===== src/rtl/rxq_pkg.sv =====
package rxq_pkg;
  // Strobes from the sequencer to the datapath
  typedef struct packed {
    logic       clrShift;   // new frame starts: clear assembly register
    logic       capData;    // centre of a data bit
    logic [2:0] bitIdx;     // data bit position being captured
    logic       capPar;     // centre of the parity bit
    logic       commit;     // centre of the first stop bit: store character
  } rxStrobe_t;

  typedef struct packed {
    logic [7:0] data;
    logic       parErr;
    logic       frmErr;
  } rxEntry_t;
endpackage


===== src/rtl/rxq_ctrl.sv =====
module rxq_ctrl
  import rxq_pkg::*;
#(
  parameter int OSR = 16
) (
  input  logic       clk,
  input  logic       rst,
  input  logic       tickEn,
  input  logic       lineSync,
  input  logic       cfgSevenBit,
  input  logic       cfgParEn,
  input  logic       cfgTwoStop,
  output rxStrobe_t  strobe
);
  localparam int PW = $clog2(OSR);
  localparam logic [PW-1:0] MID  = PW'(OSR / 2 - 1);
  localparam logic [PW-1:0] LAST = PW'(OSR - 1);

  typedef enum logic [2:0] {S_IDLE, S_START, S_DATA, S_PAR, S_STOP} rxState_t;

  rxState_t      state;
  logic [PW-1:0] phase;
  logic [2:0]    bitIdx;
  logic [2:0]    lastIdx;
  logic          midTick;
  logic          endTick;

  assign lastIdx = cfgSevenBit ? 3'd6 : 3'd7;
  assign midTick = tickEn && (phase == MID);
  assign endTick = tickEn && (phase == LAST);

  always_ff @(posedge clk) begin
    if (rst) begin
      state  <= S_IDLE;
      phase  <= '0;
      bitIdx <= '0;
    end else if (tickEn) begin
      if (state == S_IDLE) begin
        if (!lineSync) begin
          state <= S_START;
          phase <= PW'(1);  // the detecting tick counts as the first
        end
      end else begin
        phase <= phase + 1'b1;
        unique case (state)
          S_START: begin
            if (midTick && lineSync) state <= S_IDLE;  // glitch
            else if (endTick) begin
              state  <= S_DATA;
              bitIdx <= '0;
            end
          end
          S_DATA: begin
            if (endTick) begin
              if (bitIdx == lastIdx) state <= cfgParEn ? S_PAR : S_STOP;
              else bitIdx <= bitIdx + 1'b1;
            end
          end
          S_PAR: if (endTick) state <= S_STOP;
          S_STOP: begin
            // good single stop: hunt from mid-bit; otherwise finish the bit
            if (midTick && lineSync && !cfgTwoStop) state <= S_IDLE;
            else if (endTick) state <= S_IDLE;
          end
          default: state <= S_IDLE;
        endcase
      end
    end
  end

  always_comb begin
    strobe.clrShift = tickEn && (state == S_IDLE) && !lineSync;
    strobe.capData  = midTick && (state == S_DATA);
    strobe.bitIdx   = bitIdx;
    strobe.capPar   = midTick && (state == S_PAR);
    strobe.commit   = midTick && (state == S_STOP);
  end
endmodule


===== src/rtl/rxq_datapath.sv =====
module rxq_datapath
  import rxq_pkg::*;
#(
  parameter int DEPTH = 16
) (
  input  logic                         clk,
  input  logic                         rst,
  input  logic                         rxLine,
  input  rxStrobe_t                    strobe,
  input  logic                         cfgSevenBit,
  input  logic                         cfgParEn,
  input  logic                         cfgParOdd,
  input  logic                         popEn,
  input  logic                         overrunClr,
  input  logic                         breakClr,
  output logic                         lineSync,
  output logic [7:0]                   popData,
  output logic                         popParErr,
  output logic                         popFrmErr,
  output logic                         fifoEmpty,
  output logic [$clog2(DEPTH+1)-1:0]   fifoCount,
  output logic                         overrunFlag,
  output logic                         breakFlag
);
  localparam int AW = $clog2(DEPTH);
  localparam int CW = $clog2(DEPTH + 1);

  logic          sync1, sync2;
  logic [7:0]    shReg;
  logic          parBit;
  logic [7:0]    dataWord;
  logic          parErr, frmErr, allLow;
  logic          prevFerr;
  rxEntry_t      mem [DEPTH];
  logic [AW-1:0] wrPtr, rdPtr;
  logic [CW-1:0] count;
  logic          full, doPush, doPop;
  rxEntry_t      head;

  function automatic logic [AW-1:0] nextPtr(input logic [AW-1:0] p);
    return (p == AW'(DEPTH - 1)) ? '0 : p + 1'b1;
  endfunction

  // two-flop synchroniser, idle level high
  always_ff @(posedge clk) begin
    if (rst) begin
      sync1 <= 1'b1;
      sync2 <= 1'b1;
    end else begin
      sync1 <= rxLine;
      sync2 <= sync1;
    end
  end
  assign lineSync = sync2;

  always_ff @(posedge clk) begin
    if (rst || strobe.clrShift) begin
      shReg  <= '0;
      parBit <= 1'b0;
    end else begin
      if (strobe.capData) shReg[strobe.bitIdx] <= sync2;
      if (strobe.capPar)  parBit <= sync2;
    end
  end

  assign dataWord = cfgSevenBit ? {1'b0, shReg[6:0]} : shReg;
  assign parErr   = cfgParEn && ((^dataWord ^ parBit) != cfgParOdd);
  assign frmErr   = !sync2;
  assign allLow   = (dataWord == 8'd0) && !parBit && frmErr;

  assign full   = (count == CW'(DEPTH));
  assign doPush = strobe.commit && !full;
  assign doPop  = popEn && (count != '0);

  always_ff @(posedge clk) begin
    if (doPush) mem[wrPtr] <= '{data: dataWord, parErr: parErr, frmErr: frmErr};
  end

  always_ff @(posedge clk) begin
    if (rst) begin
      wrPtr <= '0;
      rdPtr <= '0;
      count <= '0;
    end else begin
      if (doPush) wrPtr <= nextPtr(wrPtr);
      if (doPop)  rdPtr <= nextPtr(rdPtr);
      case ({doPush, doPop})
        2'b10:   count <= count + 1'b1;
        2'b01:   count <= count - 1'b1;
        default: count <= count;
      endcase
    end
  end

  // sticky conditions: a new event wins over a clear in the same cycle
  always_ff @(posedge clk) begin
    if (rst) begin
      overrunFlag <= 1'b0;
      breakFlag   <= 1'b0;
      prevFerr    <= 1'b0;
    end else begin
      if (strobe.commit && full) overrunFlag <= 1'b1;
      else if (overrunClr)       overrunFlag <= 1'b0;
      if (strobe.commit && prevFerr && allLow) breakFlag <= 1'b1;
      else if (breakClr)                       breakFlag <= 1'b0;
      if (strobe.commit) prevFerr <= frmErr;
    end
  end

  assign head      = mem[rdPtr];
  assign popData   = head.data;
  assign popParErr = head.parErr;
  assign popFrmErr = head.frmErr;
  assign fifoEmpty = (count == '0);
  assign fifoCount = count;
endmodule


===== src/rtl/serial_rx_queue.sv =====
module serial_rx_queue
  import rxq_pkg::*;
#(
  parameter int OSR   = 16,
  parameter int DEPTH = 16
) (
  input  logic                       clk,
  input  logic                       rst,
  input  logic                       tickEn,
  input  logic                       rxLine,
  input  logic                       cfgSevenBit,
  input  logic                       cfgParEn,
  input  logic                       cfgParOdd,
  input  logic                       cfgTwoStop,
  input  logic                       popEn,
  input  logic                       overrunClr,
  input  logic                       breakClr,
  output logic [7:0]                 popData,
  output logic                       popParErr,
  output logic                       popFrmErr,
  output logic                       fifoEmpty,
  output logic [$clog2(DEPTH+1)-1:0] fifoCount,
  output logic                       overrunFlag,
  output logic                       breakFlag,
  output logic                       lineLevel
);
  rxStrobe_t strobe;
  logic      lineSync;

  rxq_ctrl #(.OSR(OSR)) u_ctrl (
    .clk(clk), .rst(rst), .tickEn(tickEn), .lineSync(lineSync),
    .cfgSevenBit(cfgSevenBit), .cfgParEn(cfgParEn), .cfgTwoStop(cfgTwoStop),
    .strobe(strobe)
  );

  rxq_datapath #(.DEPTH(DEPTH)) u_dp (
    .clk(clk), .rst(rst), .rxLine(rxLine), .strobe(strobe),
    .cfgSevenBit(cfgSevenBit), .cfgParEn(cfgParEn), .cfgParOdd(cfgParOdd),
    .popEn(popEn), .overrunClr(overrunClr), .breakClr(breakClr),
    .lineSync(lineSync), .popData(popData), .popParErr(popParErr),
    .popFrmErr(popFrmErr), .fifoEmpty(fifoEmpty), .fifoCount(fifoCount),
    .overrunFlag(overrunFlag), .breakFlag(breakFlag)
  );

  assign lineLevel = lineSync;
endmodule


===== config.mk =====
export PLATFORM = sky130hd
export DESIGN_NAME = serial_rx_queue
export DESIGN_NICKNAME = d
export VERILOG_FILES = /design/src/rtl/rxq_pkg.sv /design/src/rtl/rxq_ctrl.sv /design/src/rtl/rxq_datapath.sv /design/src/rtl/serial_rx_queue.sv
export SDC_FILE = /design/constraint.sdc
export NUM_CORES = 1
export LEC_CHECK = 0
export BUFFER_PORTS_ARGS = -buffer_cell sky130_fd_sc_hd__buf_2
export CAP_MARGIN = 20
export CORE_UTILIZATION = 35
export CTS_CLUSTER_SIZE = 20
export DETAILED_ROUTE_END_ITERATION = 10
export GPL_ROUTABILITY_DRIVEN = 1
export SYNTH_ARGS = -nofsm -noshare
export SYNTH_HDL_FRONTEND = slang
export SYNTH_SLANG_ARGS = --single-unit

===== constraint.sdc =====
create_clock -name clk -period 4.3 [get_ports clk]
set_clock_uncertainty 0.15 [all_clocks]
set_input_delay 0.43 -clock clk [delete_from_list [all_inputs] [get_ports clk]]
set_output_delay 0.43 -clock clk [all_outputs]
set_load 0.01 [all_outputs]

==> results.toml <==
[status]
status = "finished, final reports clean"

[yosys]
yosys_most_used_dff = "edfxtp_1"
synth.area.top_cells = "edfxtp_1, mux4_2, dfxtp_1"
synthesis.nets = 539
synth_top_cell_by_area = "edfxtp_1"
synthCells = 513
async_flop_share = 0
ys_ff_latch = 201
yosys_warnings = 0
synth_edf_count = 160
syn_area_um2 = 8450
synthDominantCellAreaShare = 0.568
avgSynthCellArea_um2 = 16.5
seq_area_frac_synth = 0.666
synth.distinct_cells = 61

[drt]
via_count = 4564
dr.pass1.iters = 4
route.detailed.drc = 0
wl_um = 17500
drtIter0Drc = 314
ant_nets = 0
detail_route.vias_per_cell = 5.19
detail_route.wl_per_cell_um = 19.9

[place]
hpwl_um = 10800
place_area_um2 = 8900
portBuffers = 29
gp_congestion = 0.861

[cts]
cts_root_buf = "clkbuf_16"
numCtsBuffers = 23
clk_path_buf_depth = 3
cts_tree = "yes"
cts_resized = 0
cts.clk_slew.worst_paths_ps = 50
clock_insertion_delay_worst_skew_ps = 510
clock_sinks = 201
h-tree-depth = 1

[die]
core-area_um2 = 23500
die_h_um = 157
placementRows = 56
boundaryPins = 30
dieArea_um2 = 24800
die_w_um = 157
initial_core_util = 0.359

[critical_path]
required_ps = 4540
setup.worst_path.end_class = "flop"
r2r_end = "u_dp.fifoCount[4]"
ff2ff_path_depth = 11
cp_slowest_cell = "o211a_1"
crit_arrival_ps = 3670
critPathMaxFanout = 18
cp-endpoint = "u_dp.fifoCount[4]"
r2r-start = "u_ctrl.phase[0]"
start_kind = "flop"
max_stage_delay_ps = 540
r2r_slack_ps = 860
cp_common_cell = "ha_1"
crit_start = "u_ctrl.phase[0]"
crit_chain = "ha_1 > and4b_1 > o211a_1 > inv_1 > ha_1 > xor2_1 > ha_1 > a211o_2 > a21oi_1 > a211o_1 > nand3_1"
crit_type = "flop to flop"

[job]
cap_violations = 0

[power]
powerDensity_nw_per_um2 = 421
ir_drop_mv = 0.292
power.total_w = 0.00404
p_leak_nw = 3.41

[global_routing]
grt_pass1_vias = 4653
antenna_found_initial = 0
overflow = 0
grtUsageTotal = 0.147
grt_max_degree = 41
grt_pass1_wl_um = 27300

[sta]
drv_slew = 0
setup_tns_ps = 0
layout_min_cycle_time_ps = 3440
hold_viol = 0
relSlewSlack = 0.415
hold_ws_ps = 93.0
finalSetupViolCount = 0
clock.fmax_mhz = 291
worst_pin_slew_ps = 876
finalCritPeriodShare = 0.799
rsz0062_at_grt = "false"

[layout]
final_common_cell = "edfxtp_1"
diodes = 0
postLayoutCellArea_um2 = 9600
final_cell_mix = "edfxtp_1, mux4_2, nor2_1, dfxtp_1, buf_2"
layout-drive-gt1-share = 0.234
area_growth_pct = 13.6
layout.nets = 570

[hold_path]
hold_path_class = "input port to flop"
## worst min-delay path by stage
stage	end	startpoint	cells after the start	slack [ps]
2_1_floorplan	u_dp.lineSync	u_dp.sync1	1	240
3_3_place_gp	u_dp.lineSync	u_dp.sync1	1	250
3_5_place_dp	u_dp.lineSync	u_dp.sync1	1	250
4_1_cts	u_dp.overrunFlag	overrunClr	4	70
5_1_grt	u_dp.breakFlag	breakClr	4	120
6_report	u_dp.overrunFlag	overrunClr	4	90
## layer usage
| layer | wire (um) | global-route usage |
|---|---|---|
| met1 | 8170 | 0.206 |
| met2 | 8240 | 0.239 |
| met3 | 761 | 0.0251 |
| met4 | 303 | 0.0356 |
| met5 | 0 | 0 |
## worst max-delay path: cells and delay by family (launching register included)
kind	cells	cell delay (ps)
adder cells (fa/ha/maj)	3	800
AND/OR/NAND/NOR	2	510
XOR/XNOR	1	190
buffers and inverters	1	120
flip-flops	1	380
AO/OA/AOI/OAI	4	1160
## power breakdown
| group | switching, W | internal, W |
|---|---|---|
| combinational | 0.000112 | 0.0000888 |
| clock | 0.000755 | 0.000988 |
| sequential | 0.0000149 | 0.00208 |
| total | 0.000882 | 0.00316 |
## kinds of logic (layout without fill, tap and decap cells)
group / count (synthesis) / after routing / share of synthesized area
flip-flops: 201 / 201 / 0.666
adder cells (fa/ha/maj): 15 / 15 / 0.0222
XOR/XNOR: 13 / 13 / 0.0135
AO/OA/AOI/OAI: 48 / 48 / 0.0429
buffers and inverters: 48 / 96 / 0.0256
AND/OR/NAND/NOR: 123 / 123 / 0.0792
multiplexers: 65 / 65 / 0.151
## synthesized netlist by cell type, types with 5 or more instances
master and instances:
a21oi_1 10, nor3_1 6, nand2b_1 5, and3_2 5, nand4_1 9, nor2b_1 7, nand2_1 14, ha_1 15
inv_1 19, mux4_2 50, xor2_1 7, dfxtp_1 41, o21ai_0 6, clkbuf_1 15, buf_2 8, xnor2_1 6
edfxtp_1 160, nor2_1 39, mux2i_1 15, and3_1 9
## metrics by stage
stage / utilization / setup slack, ps / cells
2_1_floorplan: - / 1210 / 513
3_3_place_gp: 0.378 / 1030 / 836
3_5_place_dp: 0.378 / 934 / 836
4_1_cts: 0.407 / 927 / 879
5_1_grt: 0.408 / 607 / 880
6_report: 0.408 / 863 / 880
## area by class of cell
class                   count  area, um2
fillers                  2159      13900
flip-flops and latches    201       5630
multi-input cells         264       2610
clock buffers              27        591
well taps                 319        399
repair buffers             35        218
clock inverters            15       87.6
inverters                  19       71.3
## flip-flops by register name, summed over array words and instances, names as in the netlist, named ones only
| signal | count |
|---|---|
| u_dp.shReg | 8 |
| u_dp.prevFerr | 1 |
| u_dp.breakFlag | 1 |
| u_ctrl.state | 3 |
| u_ctrl.phase | 4 |
| u_dp.parBit | 1 |
| u_dp.wrPtr | 4 |
| u_dp.fifoCount | 5 |
| u_dp.lineSync | 1 |
| u_dp.rdPtr | 4 |
| u_dp.overrunFlag | 1 |
| u_dp.sync1 | 1 |
| u_ctrl.bitIdx | 3 |
| u_dp.mem | 160 |
## repair_timing
action                    4_1_cts  5_1_grt
hold buffers                    1        0
buffers inserted                0        0
hold endpoints to repair        1        0
Note: power is estimated with default switching activity, not from simulation.
